### config.mk
export PLATFORM = sky130hd
export DESIGN_NAME = ext_irq_cond
export DESIGN_NICKNAME = d
export VERILOG_FILES = /design/src/rtl/irq_cond_pkg.sv /design/src/rtl/irq_cond_sync.sv /design/src/rtl/irq_cond_line.sv /design/src/rtl/irq_cond_regs.sv /design/src/rtl/ext_irq_cond.sv
export SDC_FILE = /design/constraint.sdc
export NUM_CORES = 1
export LEC_CHECK = 0
export BUFFER_PORTS_ARGS = -buffer_cell sky130_fd_sc_hd__buf_2
export CAP_MARGIN = 10
export CORE_ASPECT_RATIO = 0.5
export CORE_UTILIZATION = 38
export CTS_BUF_LIST = sky130_fd_sc_hd__clkbuf_4
export DETAILED_ROUTE_END_ITERATION = 12
export MAX_ROUTING_LAYER = met4
export SYNTH_ARGS = -nofsm -noshare
export SYNTH_HDL_FRONTEND = slang
export SYNTH_SLANG_ARGS = --single-unit
### constraint.sdc
create_clock -name clk -period 12 [get_ports clk]
set_input_delay 2.4 -clock clk [delete_from_list [all_inputs] [get_ports clk]]
set_output_delay 2.4 -clock clk [all_outputs]
set_load 0.01 [all_outputs]
### src/rtl/irq_cond_pkg.sv
package irq_cond_pkg;
  // Word index of each register (byte address bits above the two low bits)
  localparam int unsigned REG_MASK = 0;
  localparam int unsigned REG_POL  = 1;
  localparam int unsigned REG_TRIG = 2;
  localparam int unsigned REG_STAT = 3;
  localparam int unsigned REG_CLR  = 4;
endpackage

### src/rtl/irq_cond_sync.sv
module irq_cond_sync #(
  parameter int W      = 32,
  parameter int STAGES = 2
) (
  input  logic         clk,
  input  logic         rst_n,
  input  logic [W-1:0] d,
  output logic [W-1:0] q
);
  logic [STAGES-1:0][W-1:0] stg_q, stg_d;

  always_comb begin
    stg_d = {stg_q[STAGES-2:0], d};
  end

  always_ff @(posedge clk or negedge rst_n) begin
    if (!rst_n) stg_q <= '0;
    else        stg_q <= stg_d;
  end

  assign q = stg_q[STAGES-1];
endmodule

### src/rtl/irq_cond_line.sv
module irq_cond_line (
  input  logic clk,
  input  logic rst_n,
  input  logic sync_i,
  input  logic pol_i,
  input  logic edge_mode_i,
  input  logic clr_i,
  input  logic mask_i,
  output logic pend_o,
  output logic req_o
);
  logic last_q, last_d;
  logic pend_q, pend_d;
  logic req_q, req_d;
  logic cond, last_cond, hit;

  always_comb begin
    cond      = sync_i ^ pol_i;
    last_cond = last_q ^ pol_i;
    hit       = cond & ~last_cond;
    last_d    = sync_i;
    if (edge_mode_i) pend_d = hit | (pend_q & ~clr_i);
    else             pend_d = cond;
    req_d     = pend_q & ~mask_i;
  end

  always_ff @(posedge clk or negedge rst_n) begin
    if (!rst_n) begin
      last_q <= 1'b0;
      pend_q <= 1'b0;
      req_q  <= 1'b0;
    end else begin
      last_q <= last_d;
      pend_q <= pend_d;
      req_q  <= req_d;
    end
  end

  assign pend_o = pend_q;
  assign req_o  = req_q;
endmodule

### src/rtl/irq_cond_regs.sv
module irq_cond_regs
  import irq_cond_pkg::*;
#(
  parameter int N  = 32,
  parameter int AW = 5,
  parameter int DW = 32
) (
  input  logic          clk,
  input  logic          rst_n,
  input  logic          wr_en,
  input  logic [AW-1:0] addr,
  input  logic [DW-1:0] wdata,
  input  logic [N-1:0]  pend_i,
  output logic [N-1:0]  mask_o,
  output logic [N-1:0]  pol_o,
  output logic [N-1:0]  trig_o,
  output logic [N-1:0]  clr_o,
  output logic [DW-1:0] rdata
);
  localparam int IW = AW - 2;

  logic [IW-1:0] idx;
  logic          aligned;
  logic          we_mask, we_pol, we_trig;
  logic [N-1:0]  mask_q, mask_d, pol_q, pol_d, trig_q, trig_d;

  always_comb begin
    idx     = addr[AW-1:2];
    aligned = (addr[1:0] == 2'b00);
    we_mask = wr_en & aligned & (idx == IW'(REG_MASK));
    we_pol  = wr_en & aligned & (idx == IW'(REG_POL));
    we_trig = wr_en & aligned & (idx == IW'(REG_TRIG));
    mask_d  = we_mask ? wdata[N-1:0] : mask_q;
    pol_d   = we_pol  ? wdata[N-1:0] : pol_q;
    trig_d  = we_trig ? wdata[N-1:0] : trig_q;
    clr_o   = (wr_en & aligned & (idx == IW'(REG_CLR))) ? wdata[N-1:0] : '0;
  end

  always_ff @(posedge clk or negedge rst_n) begin
    if (!rst_n) begin
      mask_q <= '1;
      pol_q  <= '0;
      trig_q <= '0;
    end else begin
      mask_q <= mask_d;
      pol_q  <= pol_d;
      trig_q <= trig_d;
    end
  end

  always_comb begin
    rdata = '0;
    if (aligned) begin
      if      (idx == IW'(REG_MASK)) rdata[N-1:0] = mask_q;
      else if (idx == IW'(REG_POL))  rdata[N-1:0] = pol_q;
      else if (idx == IW'(REG_TRIG)) rdata[N-1:0] = trig_q;
      else if (idx == IW'(REG_STAT)) rdata[N-1:0] = pend_i;
    end
  end

  assign mask_o = mask_q;
  assign pol_o  = pol_q;
  assign trig_o = trig_q;
endmodule

### src/rtl/ext_irq_cond.sv
module ext_irq_cond #(
  parameter int NUM_LINES = 32,
  parameter int ADDR_W    = 5,
  parameter int DATA_W    = 32,
  parameter int SYNC_STG  = 2
) (
  input  logic              clk,
  input  logic              rst_n,
  input  logic [NUM_LINES-1:0] irq_in,
  output logic [NUM_LINES-1:0] irq_out,
  input  logic              reg_wr_en,
  input  logic [ADDR_W-1:0] reg_addr,
  input  logic [DATA_W-1:0] reg_wdata,
  output logic [DATA_W-1:0] reg_rdata
);
  logic rst_meta, rst_ni;
  logic [NUM_LINES-1:0] sync, pend, mask, pol, trig, clr;

  // reset asserts at once, releases on the second clock edge
  always_ff @(posedge clk or negedge rst_n) begin
    if (!rst_n) begin
      rst_meta <= 1'b0;
      rst_ni   <= 1'b0;
    end else begin
      rst_meta <= 1'b1;
      rst_ni   <= rst_meta;
    end
  end

  irq_cond_sync #(.W(NUM_LINES), .STAGES(SYNC_STG)) u_sync (
    .clk(clk), .rst_n(rst_ni), .d(irq_in), .q(sync)
  );

  irq_cond_regs #(.N(NUM_LINES), .AW(ADDR_W), .DW(DATA_W)) u_regs (
    .clk(clk), .rst_n(rst_ni), .wr_en(reg_wr_en), .addr(reg_addr),
    .wdata(reg_wdata), .pend_i(pend), .mask_o(mask), .pol_o(pol),
    .trig_o(trig), .clr_o(clr), .rdata(reg_rdata)
  );

  for (genvar g = 0; g < NUM_LINES; g++) begin : g_line
    irq_cond_line u_line (
      .clk(clk), .rst_n(rst_ni), .sync_i(sync[g]), .pol_i(pol[g]),
      .edge_mode_i(trig[g]), .clr_i(clr[g]), .mask_i(mask[g]),
      .pend_o(pend[g]), .req_o(irq_out[g])
    );
  end
endmodule

==> results of run 1 <==
-- cell type report --
type / count / area (sq um)
Fill cell: 2492 / 14700
Sequential cell: 258 / 6500
Multi-Input combinational cell: 448 / 3590
Timing Repair Buffer: 144 / 746
Clock buffer: 97 / 728
Tap cell: 352 / 440
Clock inverter: 14 / 56.3
Inverter: 7 / 26.3
Antenna cell: 2 / 5.00
-- per-layer routing --
| layer | wire, um | GRT usage |
|---|---|---|
| met5 | 0 | - |
| met3 | 1260 | 0.0465 |
| met4 | 492 | 0.0714 |
| met1 | 10900 | 0.228 |
| met2 | 12000 | 0.292 |
-- per-stage QoR --
stage | std cells | instance area, sq um | util | hold WS [ns]
5_1_grt | 1322 | 12100 | 0.451 | 0.354
4_1_cts | 1320 | 12100 | 0.451 | 0.348
3_5_place_dp | 1209 | 11300 | 0.422 | 0.335
3_3_place_gp | 1209 | 11300 | 0.422 | 0.333
2_1_floorplan | 785 | 10500 | - | 0.331
6_report | 1322 | 12100 | 0.451 | 0.316
-- worst max path at each step --
| stage | start | to | slack (ns) | cells past startpoint |
|---|---|---|---|---|
| 2_1_floorplan | rst_ni$_DFF_PN0_ | g_line[0].u_line.last_q$_DFF_PN0_ | 4.33 | 0 |
| 3_3_place_gp | reg_addr[1] | reg_rdata[8] | 5.11 | 6 |
| 3_5_place_dp | reg_addr[4] | reg_rdata[18] | 5.08 | 6 |
| 4_1_cts | reg_addr[1] | reg_rdata[3] | 5.08 | 6 |
| 5_1_grt | reg_addr[1] | reg_rdata[3] | 4.97 | 6 |
| 6_report | reg_addr[1] | reg_rdata[3] | 5.00 | 6 |
-- sequential cells by signal, summed over array words and instances, names as in the netlist --
signal	flops
u_regs.trig_o	32
u_sync.q	32
u_regs.mask_o	32
g_line.u_line.last_q	32
u_sync.stg_d	32
g_line.u_line.req_o	32
rst_ni	1
g_line.u_line.pend_o	32
u_regs.pol_o	32
rst_meta	1
-- cells in the final DEF (no fill, tap or decap), drive strengths merged, types with 3 or more instances in the layout --
cell	n
a21oi	35
buf	144
clkbuf	97
clkinv	12
dfrtp	226
dfstp	32
inv	8
mux2	96
mux2i	31
nand2	55
nand2b	25
nand3	3
nand3b	33
nor2b	59
o211ai	36
o21ai	5
o221ai	55
o311ai	3
-- where the power goes --
group | internal, mW | switching, mW | leakage [nW]
logic | 0.162 | 0.135 | 1.99
clock network | 0.364 | 0.344 | 0.469
registers | 1.03 | 0.109 | 3.07
-- cells by family (layout without fill, tap and decap cells) --
kind of cell,Yosys count,in the layout
DFF,258,258
and+or+nand+nor,183,183
AOI/OAI and AO/OA,134,134
muxes,128,128
buffers and inverters,79,262
xor gates and xnor gates,2,2
other,1,3
==> flow_summary.toml, run 1 <==
[logic_synthesis]
synth_top_family_by_area = "multiplexers"
ys_seq_area_frac = 0.617
synth_top_cell_by_area = "dfrtp_1"
synth-simple-area-share = 0.0998
syn_nets = 857
ys.flop_type = "dfrtp_1"
synth.top_cell.area_share = 0.537
synthMuxAreaShare = 0.145
synthArstFlopShare = 1.00
synth_compound_area_frac = 0.0930
synth_most_common_cell = "dfrtp_1"
synth_area_sq_mm = 0.0105
synthXorXnorAreaFrac = 0.00166
yosysWarnings = 0
synth.top_cells.by_count = "dfrtp_1 (226), mux2_2 (66), nor2b_1 (59)"
synth-edff-count = 0
yosys.cell_types.count = 32
synthTopCellsByArea = "dfrtp_1 (54%), dfstp_2 (8.0%), mux2_2 (7.1%)"
syn_avg_cell_area_sq_um = 13.4
netlist_instances = 785
synth_seq_cells = 258
synth_fa_ha_area_frac = 0

[cts]
htreeDepth = 2
cts.sinks = 258
clk_pin_slew_ns = 0.06
clock_path_buffers = 3
cts_buffers = 59
cts_repair_resize_count = 0
post_cts.repair.setup_buffers = 0
tritoncts = "built"
hold_buffers = 0
root_buffer = "clkbuf_4"
clock_latency_ns = 0.71

[setup_path]
critPathMaxFanout = 23
critPathBufInv = 3
critical-path-top-delay-family = "simple AND/OR/NAND/NOR gates"
endpoint_kind = "output pin"
cp.required_ns = 9.60
regToRegSetupSlack_ns = 9.35
slowest_stage = "nor3_2"
reg2reg_depth = 2
rr_endpoint = "u_regs.pol_o[0]$_DFFE_PN0P_"
path_class = "primary input to output pin"
critical_path.max_stage_delay_ns = 0.86
cp_cell_sequence = "buf_2 > nor3_2 > buf_4 > o221ai_1 > a21oi_1 > buf_2"
arrival_ns = 4.60
crit_top_cell = "buf_2"
crit_path_start_kind = "primary input"
reg2reg_from = "rst_ni$_DFF_PN0_"

[timing]
finalCriticalPeriod_ns = 7.00
drv_slew = 0
max_freq_mhz = 143
relSlewSlack = 0.278
hold_viol_final = 0
fin_crit_sh = 0.584
setup_slack_ns = 5.00
fin_setup_tns_ns = 0
worst_pin_slew_ns = 1.08
final-setup-viol-count = 0
grt_setup_unrepaired = "false"
fin_worst_skew_ns = 0.0381

[layout]
areaGrowthSynthToFinish_pct = 14.9
layout-drive-gt1-share = 0.392
nets = 990

[power_and_ir_drop]
powerDensity_mw_per_mm2 = 177
ir_worst_vdd_uv = 56.5
power.total_mw = 2.14
leakage_nw = 5.53

[routing]
viasPerCell = 5.16
ant_nets = 0
firstDrtPassIters = 4
drt_iter0_markers = 323
wl_mm = 24.6
drc = 0
vias = 6824
wire_per_inst_um = 18.6

[run_status]
status = "completed"

[global_route]
grtUsageTotal = 0.184
grt_pass1_wl_mm = 39.4
antenna_found_initial = 2
grt_max_degree = 83
grt_overflow_total = 0
grt_pass1_vias = 7213

[floorplanning]
dieHeight_um = 120
ios = 136
start_util = 0.393
design.core.area_sq_mm = 0.0268
die-area_sq_mm = 0.0284
rows = 42
chipWidth_um = 237

[flow_run]
drv_cap = 0

[worst_hold_path]
hp-class = "flip-flop to asynchronous set/reset pin"

[placed_design]
gp_congestion = 0.762
port_buffers = 135
pre_cts_ws_ns = 5.08
dp_hpwl_mm = 14.4
Note: power is estimated with default switching activity, not from simulation.
==> run 2, diff against run 1 <==
--- a/config.mk
+++ b/config.mk
@@ -5,6 +5,7 @@
 export SDC_FILE = /design/constraint.sdc
 export NUM_CORES = 1
 export LEC_CHECK = 0
+export ABC_AREA = 1
 export BUFFER_PORTS_ARGS = -buffer_cell sky130_fd_sc_hd__buf_2
 export CAP_MARGIN = 10
 export CORE_ASPECT_RATIO = 0.5
==> constraint.sdc (replaced) <==
create_clock -name clk -period 6.5 [get_ports clk]
set_input_delay 1.3 -clock clk [delete_from_list [all_inputs] [get_ports clk]]
set_output_delay 1.3 -clock clk [all_outputs]
set_load 0.01 [all_outputs]
==> run 2 against run 1 <==
Effect of this change:
- worst hold slack better by 0.015 ns
- critical path depth is the same
- sequential share of layout area shrank 0.31 points
- setup slack worse by 3.4 ns
- sequential power is 81% higher
- clock power grew 95%
- count of clock-buffer cells in the layout up 1
- via count grew 20%
- clock skew grew 0.0053 ns
- cell area increased by 0.58%
- register-to-register slack lost 4.5 ns
- sequential cell count stayed put
==> flow_summary.toml, run 2 <==
[logic_synthesis]
synth-simple-area-share = 0.128
synth_top_family_by_area = "compound AO/OA/AOI/OAI gates"
yosysWarnings = 0
synth_fa_ha_area_frac = 0
yosys.cell_types.count = 24
syn_avg_cell_area_sq_um = 9.34
synthMuxAreaShare = 0
synthTopCellsByArea = "dfrtp_1 (54%), dfstp_2 (8.0%), o21ai_0 (7.1%)"
synth.top_cells.by_count = "dfrtp_1 (226), nand2_1 (197), o21ai_0 (149)"
synth-edff-count = 0
synth_compound_area_frac = 0.165
syn_nets = 1200
synth_area_sq_mm = 0.0105
ys_seq_area_frac = 0.616
synth_top_cell_by_area = "dfrtp_1"
synthXorXnorAreaFrac = 0
synth_seq_cells = 258
synth_most_common_cell = "dfrtp_1"
synth.top_cell.area_share = 0.537
synthArstFlopShare = 1.00
netlist_instances = 1128
ys.flop_type = "dfrtp_1"

[timing]
grt_setup_unrepaired = "false"
fin_worst_skew_ns = 0.0433
max_freq_mhz = 205
drv_slew = 0
whs_ns = 0.331
final-setup-viol-count = 0
finalCriticalPeriod_ns = 4.87
fin_crit_sh = 0.750
hold_viol_final = 0
worst_pin_slew_ns = 0.983
fin_setup_tns_ns = 0
relSlewSlack = 0.342

[cts]
root_buffer = "clkbuf_4"
tritoncts = "built"
post_cts.repair.setup_buffers = 0
cts_buffers = 60
clk_pin_slew_ns = 0.07
hold_buffers = 0
htreeDepth = 2
clock_latency_ns = 0.73
clock_path_buffers = 3
cts.sinks = 258
cts_repair_resize_count = 0

[setup_path]
arrival_ns = 3.57
cp.required_ns = 5.20
critPathMaxFanout = 34
crit_path_start_kind = "primary input"
endpoint_kind = "output pin"
path_class = "primary input to output pin"

[floorplanning]
dieHeight_um = 120
chipWidth_um = 238
start_util = 0.392
design.core.area_sq_mm = 0.0269
rows = 42
die-area_sq_mm = 0.0284
ios = 136

[placed_design]
port_buffers = 135
place_inst = 1568
dp_hpwl_mm = 16.5
gp_congestion = 0.818

[routing]
drc = 0
wire_per_inst_um = 16.2
ant_nets = 0
drt_iter0_markers = 603
vias = 8180
viasPerCell = 4.86
wl_mm = 27.2
firstDrtPassIters = 5

[layout]
fill_cells = 2605
areaGrowthSynthToFinish_pct = 15.4
stdcell_count = 1682
layout-drive-gt1-share = 0.222
final_cell_mix = "dfrtp_1 (225), nand2_1 (194), o21ai_0 (149), buf_2 (135), inv_1 (134)"
nets = 1328
diodes = 0
final_core_util = 0.453
multiInputGateArea_sq_mm = 0.00309
final_common_cell = "dfrtp_1"
regArea_sq_mm = 0.00650

[power_and_ir_drop]
ir_worst_vdd_uv = 97.7
power.total_mw = 3.97
powerDensity_mw_per_mm2 = 326
leakage_nw = 5.90

[flow_run]
drv_cap = 0

[worst_hold_path]
hp-class = "flip-flop to flip-flop"

[global_route]
grt_pass1_wl_mm = 43.9
grt_overflow_total = 0
grt_pass1_vias = 8585
antenna_found_initial = 0
grt_max_degree = 146
grtUsageTotal = 0.203

[run_status]
status = "completed"
run 2: critical path, stage by stage:
cell and delay [ns]:
buf_2 0.14, inv_2 0.56, nand3_2 0.86, o21ai_0 0.42, a21oi_1 0.11, buf_2 0.16
run 2: routing by layer:
| metal | part of all wire | GRT usage | vias up |
|---|---|---|---|
| met2 | 0.48 | 0.332 | 223 |
| met3 | 0.056 | 0.0442 | 68 |
| li1 | - | - | 3899 |
| met1 | 0.43 | 0.247 | 3990 |
| met4 | 0.026 | 0.0831 | 0 |
| met5 | 0 | - | - |
run 2: power breakdown:
part           switching, mW  leakage (nW)  internal (mW)
sequential             0.173          3.08           1.87
combinational          0.326          2.33          0.212
clock                  0.662         0.492          0.720
total                   1.16          5.90           2.81
run 2: metrics by stage:
| stage | setup slack, ns | area, sq um |
|---|---|---|
| 6_report | 1.63 | 12200 |
| 5_1_grt | 1.42 | 12200 |
| 4_1_cts | 1.64 | 12200 |
| 3_5_place_dp | 1.63 | 11300 |
| 3_3_place_gp | 1.68 | 11300 |
| 2_1_floorplan | 2.30 | 10500 |
run 2: layout make-up:
| cell class | instances | area share |
|---|---|---|
| Clock buffer | 98 | 0.0605 |
| Clock inverter | 16 | 0.00751 |
| Inverter | 137 | 0.0425 |
| Multi-Input combinational cell | 655 | 0.254 |
| Sequential cell | 258 | 0.535 |
| Tap cell | 374 | 0.0385 |
| Timing Repair Buffer | 144 | 0.0621 |
run 2: cells by family (layout without fill, tap and decap cells):
logic type	after synthesis	after routing
buffers and inverters	215	395
AOI/OAI and AO/OA	315	315
DFF	258	258
and+or+nand+nor	339	339
other	1	1
run 2: worst paths after layout:
check                      slack (ns)                               end                       start  cells past startpoint
min                              0.33             u_sync.q[1]$_DFF_PN0_  u_sync.stg_d[33]$_DFF_PN0_                      0
max                              1.63                      reg_rdata[9]                 reg_addr[3]                      6
max in group asynchronous        4.86  g_line[7].u_line.req_o$_DFF_PN0_            rst_ni$_DFF_PN0_                      1
min in group asynchronous        0.35        u_sync.stg_d[52]$_DFF_PN0_            rst_ni$_DFF_PN0_                      0
max reg2reg                      4.86  g_line[7].u_line.req_o$_DFF_PN0_            rst_ni$_DFF_PN0_                      1
min reg2reg                      0.33             u_sync.q[1]$_DFF_PN0_  u_sync.stg_d[33]$_DFF_PN0_                      0
==> run 3, diff against run 2 <==
--- a/config.mk
+++ b/config.mk
@@ -5,7 +5,7 @@
 export SDC_FILE = /design/constraint.sdc
 export NUM_CORES = 1
 export LEC_CHECK = 0
-export ABC_AREA = 1
+export ABC_AREA = 0
 export BUFFER_PORTS_ARGS = -buffer_cell sky130_fd_sc_hd__buf_2
 export CAP_MARGIN = 10
 export CORE_ASPECT_RATIO = 0.5
==> constraint.sdc (replaced) <==
create_clock -name clk -period 5 [get_ports clk]
set_input_delay 1 -clock clk [delete_from_list [all_inputs] [get_ports clk]]
set_output_delay 1 -clock clk [all_outputs]
set_load 0.01 [all_outputs]
==> run 3 against run 2 <==
Effect of this change:
- die area decreased by 0.13%
- sequential cell count unchanged
- setup slack got worse by 0.62 ns
- clock power rose by 35%
- core utilization is 0.35 points higher
- worst hold slack improved by 0.011 ns
- first-iteration DRC count decreased by 25%
- sequential power grew 33%
- cell area is 0.59% higher
- power grew 34%
- combinational power increased by 32%
- sequential share of layout area decreased by 0.31 points
- critical endpoint is now reg_rdata[22]
- largest cell class unchanged
- largest power group unchanged
==> flow_summary.toml, run 3 (synthesis results as in run 1) <==
[setup_path]
cp.required_ns = 4.00
path_class = "primary input to output pin"
endpoint_kind = "output pin"
cp_cell_sequence = "buf_4 > or3_2 > o221ai_1 > a21oi_1 > buf_2"
regToRegSetupSlack_ns = 3.19
critPathBufInv = 2
crit_path_start_kind = "primary input"
slowest_stage = "or3_2"
arrival_ns = 2.99
critical-path-top-delay-family = "simple AND/OR/NAND/NOR gates"
critPathMaxFanout = 41
critical_path.max_stage_delay_ns = 0.81

[cts]
clock_latency_ns = 0.73
root_buffer = "clkbuf_4"
cts_repair_resize_count = 0
htreeDepth = 2
clock_path_buffers = 3
cts_buffers = 61
clk_pin_slew_ns = 0.06
cts.sinks = 258
tritoncts = "built"

[layout]
nets = 996
layout-drive-gt1-share = 0.401
stdcell_count = 1329
fill_cells = 2469
areaGrowthSynthToFinish_pct = 16.2
final_core_util = 0.456
final_cell_mix = "dfrtp_1 (225), buf_2 (134), clkbuf_4 (104), mux2_2 (66), nor2b_1 (59)"
final_common_cell = "dfrtp_1"

[routing]
drc = 0
viasPerCell = 5.11
firstDrtPassIters = 4
wire_per_inst_um = 18.7
ant_nets = 0
vias = 6792
wl_mm = 24.9
drt_iter0_markers = 455

[worst_hold_path]
hp-class = "flip-flop to flip-flop"

[timing]
fin_crit_sh = 0.799
worst_pin_slew_ns = 0.991
fin_worst_skew_ns = 0.0234
fin_setup_tns_ns = 0
drv_slew = 0
max_freq_mhz = 250
hold_viol_final = 0
final-setup-viol-count = 0
grt_setup_unrepaired = "false"
whs_ns = 0.342
relSlewSlack = 0.339
finalCriticalPeriod_ns = 3.99

[power_and_ir_drop]
powerDensity_mw_per_mm2 = 434
power.total_mw = 5.30
leakage_nw = 5.61
ir_worst_vdd_uv = 134

[placed_design]
gp_congestion = 0.781
dp_hpwl_mm = 15.2
place_inst = 1212
port_buffers = 135

[global_route]
grtUsageTotal = 0.185
grt_pass1_wl_mm = 39.5
grt_max_degree = 115
antenna_found_initial = 4
grt_overflow_total = 0
grt_pass1_vias = 7180

[floorplanning]
die-area_sq_mm = 0.0284
start_util = 0.393
chipWidth_um = 237
rows = 42
design.core.area_sq_mm = 0.0268
ios = 136
dieHeight_um = 120

[flow_run]
drv_cap = 0

[run_status]
status = "completed"
run 3: stage by stage:
step                setup slack, ns  area, sq um
finish                         1.01        12200
global route                  0.885        12200
CTS                           0.986        12200
detailed placement            0.992        11300
global placement               1.02        11300
floorplan                     0.798        10500
run 3: layout make-up:
class | instances | area, sq um | area share
clock inverter | 8 | 82.6 | 0.00675
clock buffer | 104 | 781 | 0.0638
sequential | 258 | 6500 | 0.531
antenna | 4 | 10.0 | 0.000818
multi-input combinational | 448 | 3590 | 0.293
tap | 352 | 440 | 0.0360
timing repair buffer | 148 | 803 | 0.0657
inverter | 7 | 26.3 | 0.00215
run 3: power breakdown:
| part | total, mW | switching, mW | internal, mW |
|---|---|---|---|
| combinational | 0.711 | 0.321 | 0.391 |
| sequential | 2.73 | 0.270 | 2.46 |
| clock | 1.86 | 0.833 | 1.03 |
| total | 5.30 | 1.42 | 3.88 |
run 3: worst paths after layout:
path | from | endpoint | cells past startpoint
max | reg_addr[2] | reg_rdata[22] | 5
max reg2reg | rst_ni$_DFF_PN0_ | g_line[31].u_line.pend_o$_DFF_PN0_ | 1
max in group asynchronous | rst_ni$_DFF_PN0_ | g_line[31].u_line.pend_o$_DFF_PN0_ | 1
min reg2reg | u_sync.stg_d[50]$_DFF_PN0_ | u_sync.q[18]$_DFF_PN0_ | 0
min in group asynchronous | rst_ni$_DFF_PN0_ | g_line[25].u_line.pend_o$_DFF_PN0_ | 0
min | u_sync.stg_d[50]$_DFF_PN0_ | u_sync.q[18]$_DFF_PN0_ | 0
run 3: repair_timing:
action / 4_1_cts / 5_1_grt
hold buffers: 1 / 0
hold endpoints to repair: 2 / 0
endpoints found under the setup margin: 0 / 0
buffers inserted: 0 / 0
run 3: metal layers:
metal,part of all wire,wire (um),up-vias,track usage
met5,0,0,-,-
met4,0.017,427,0,0.0621
met3,0.054,1340,50,0.0430
met2,0.49,12200,160,0.292
met1,0.44,10900,3462,0.237
li1,-,-,3120,-
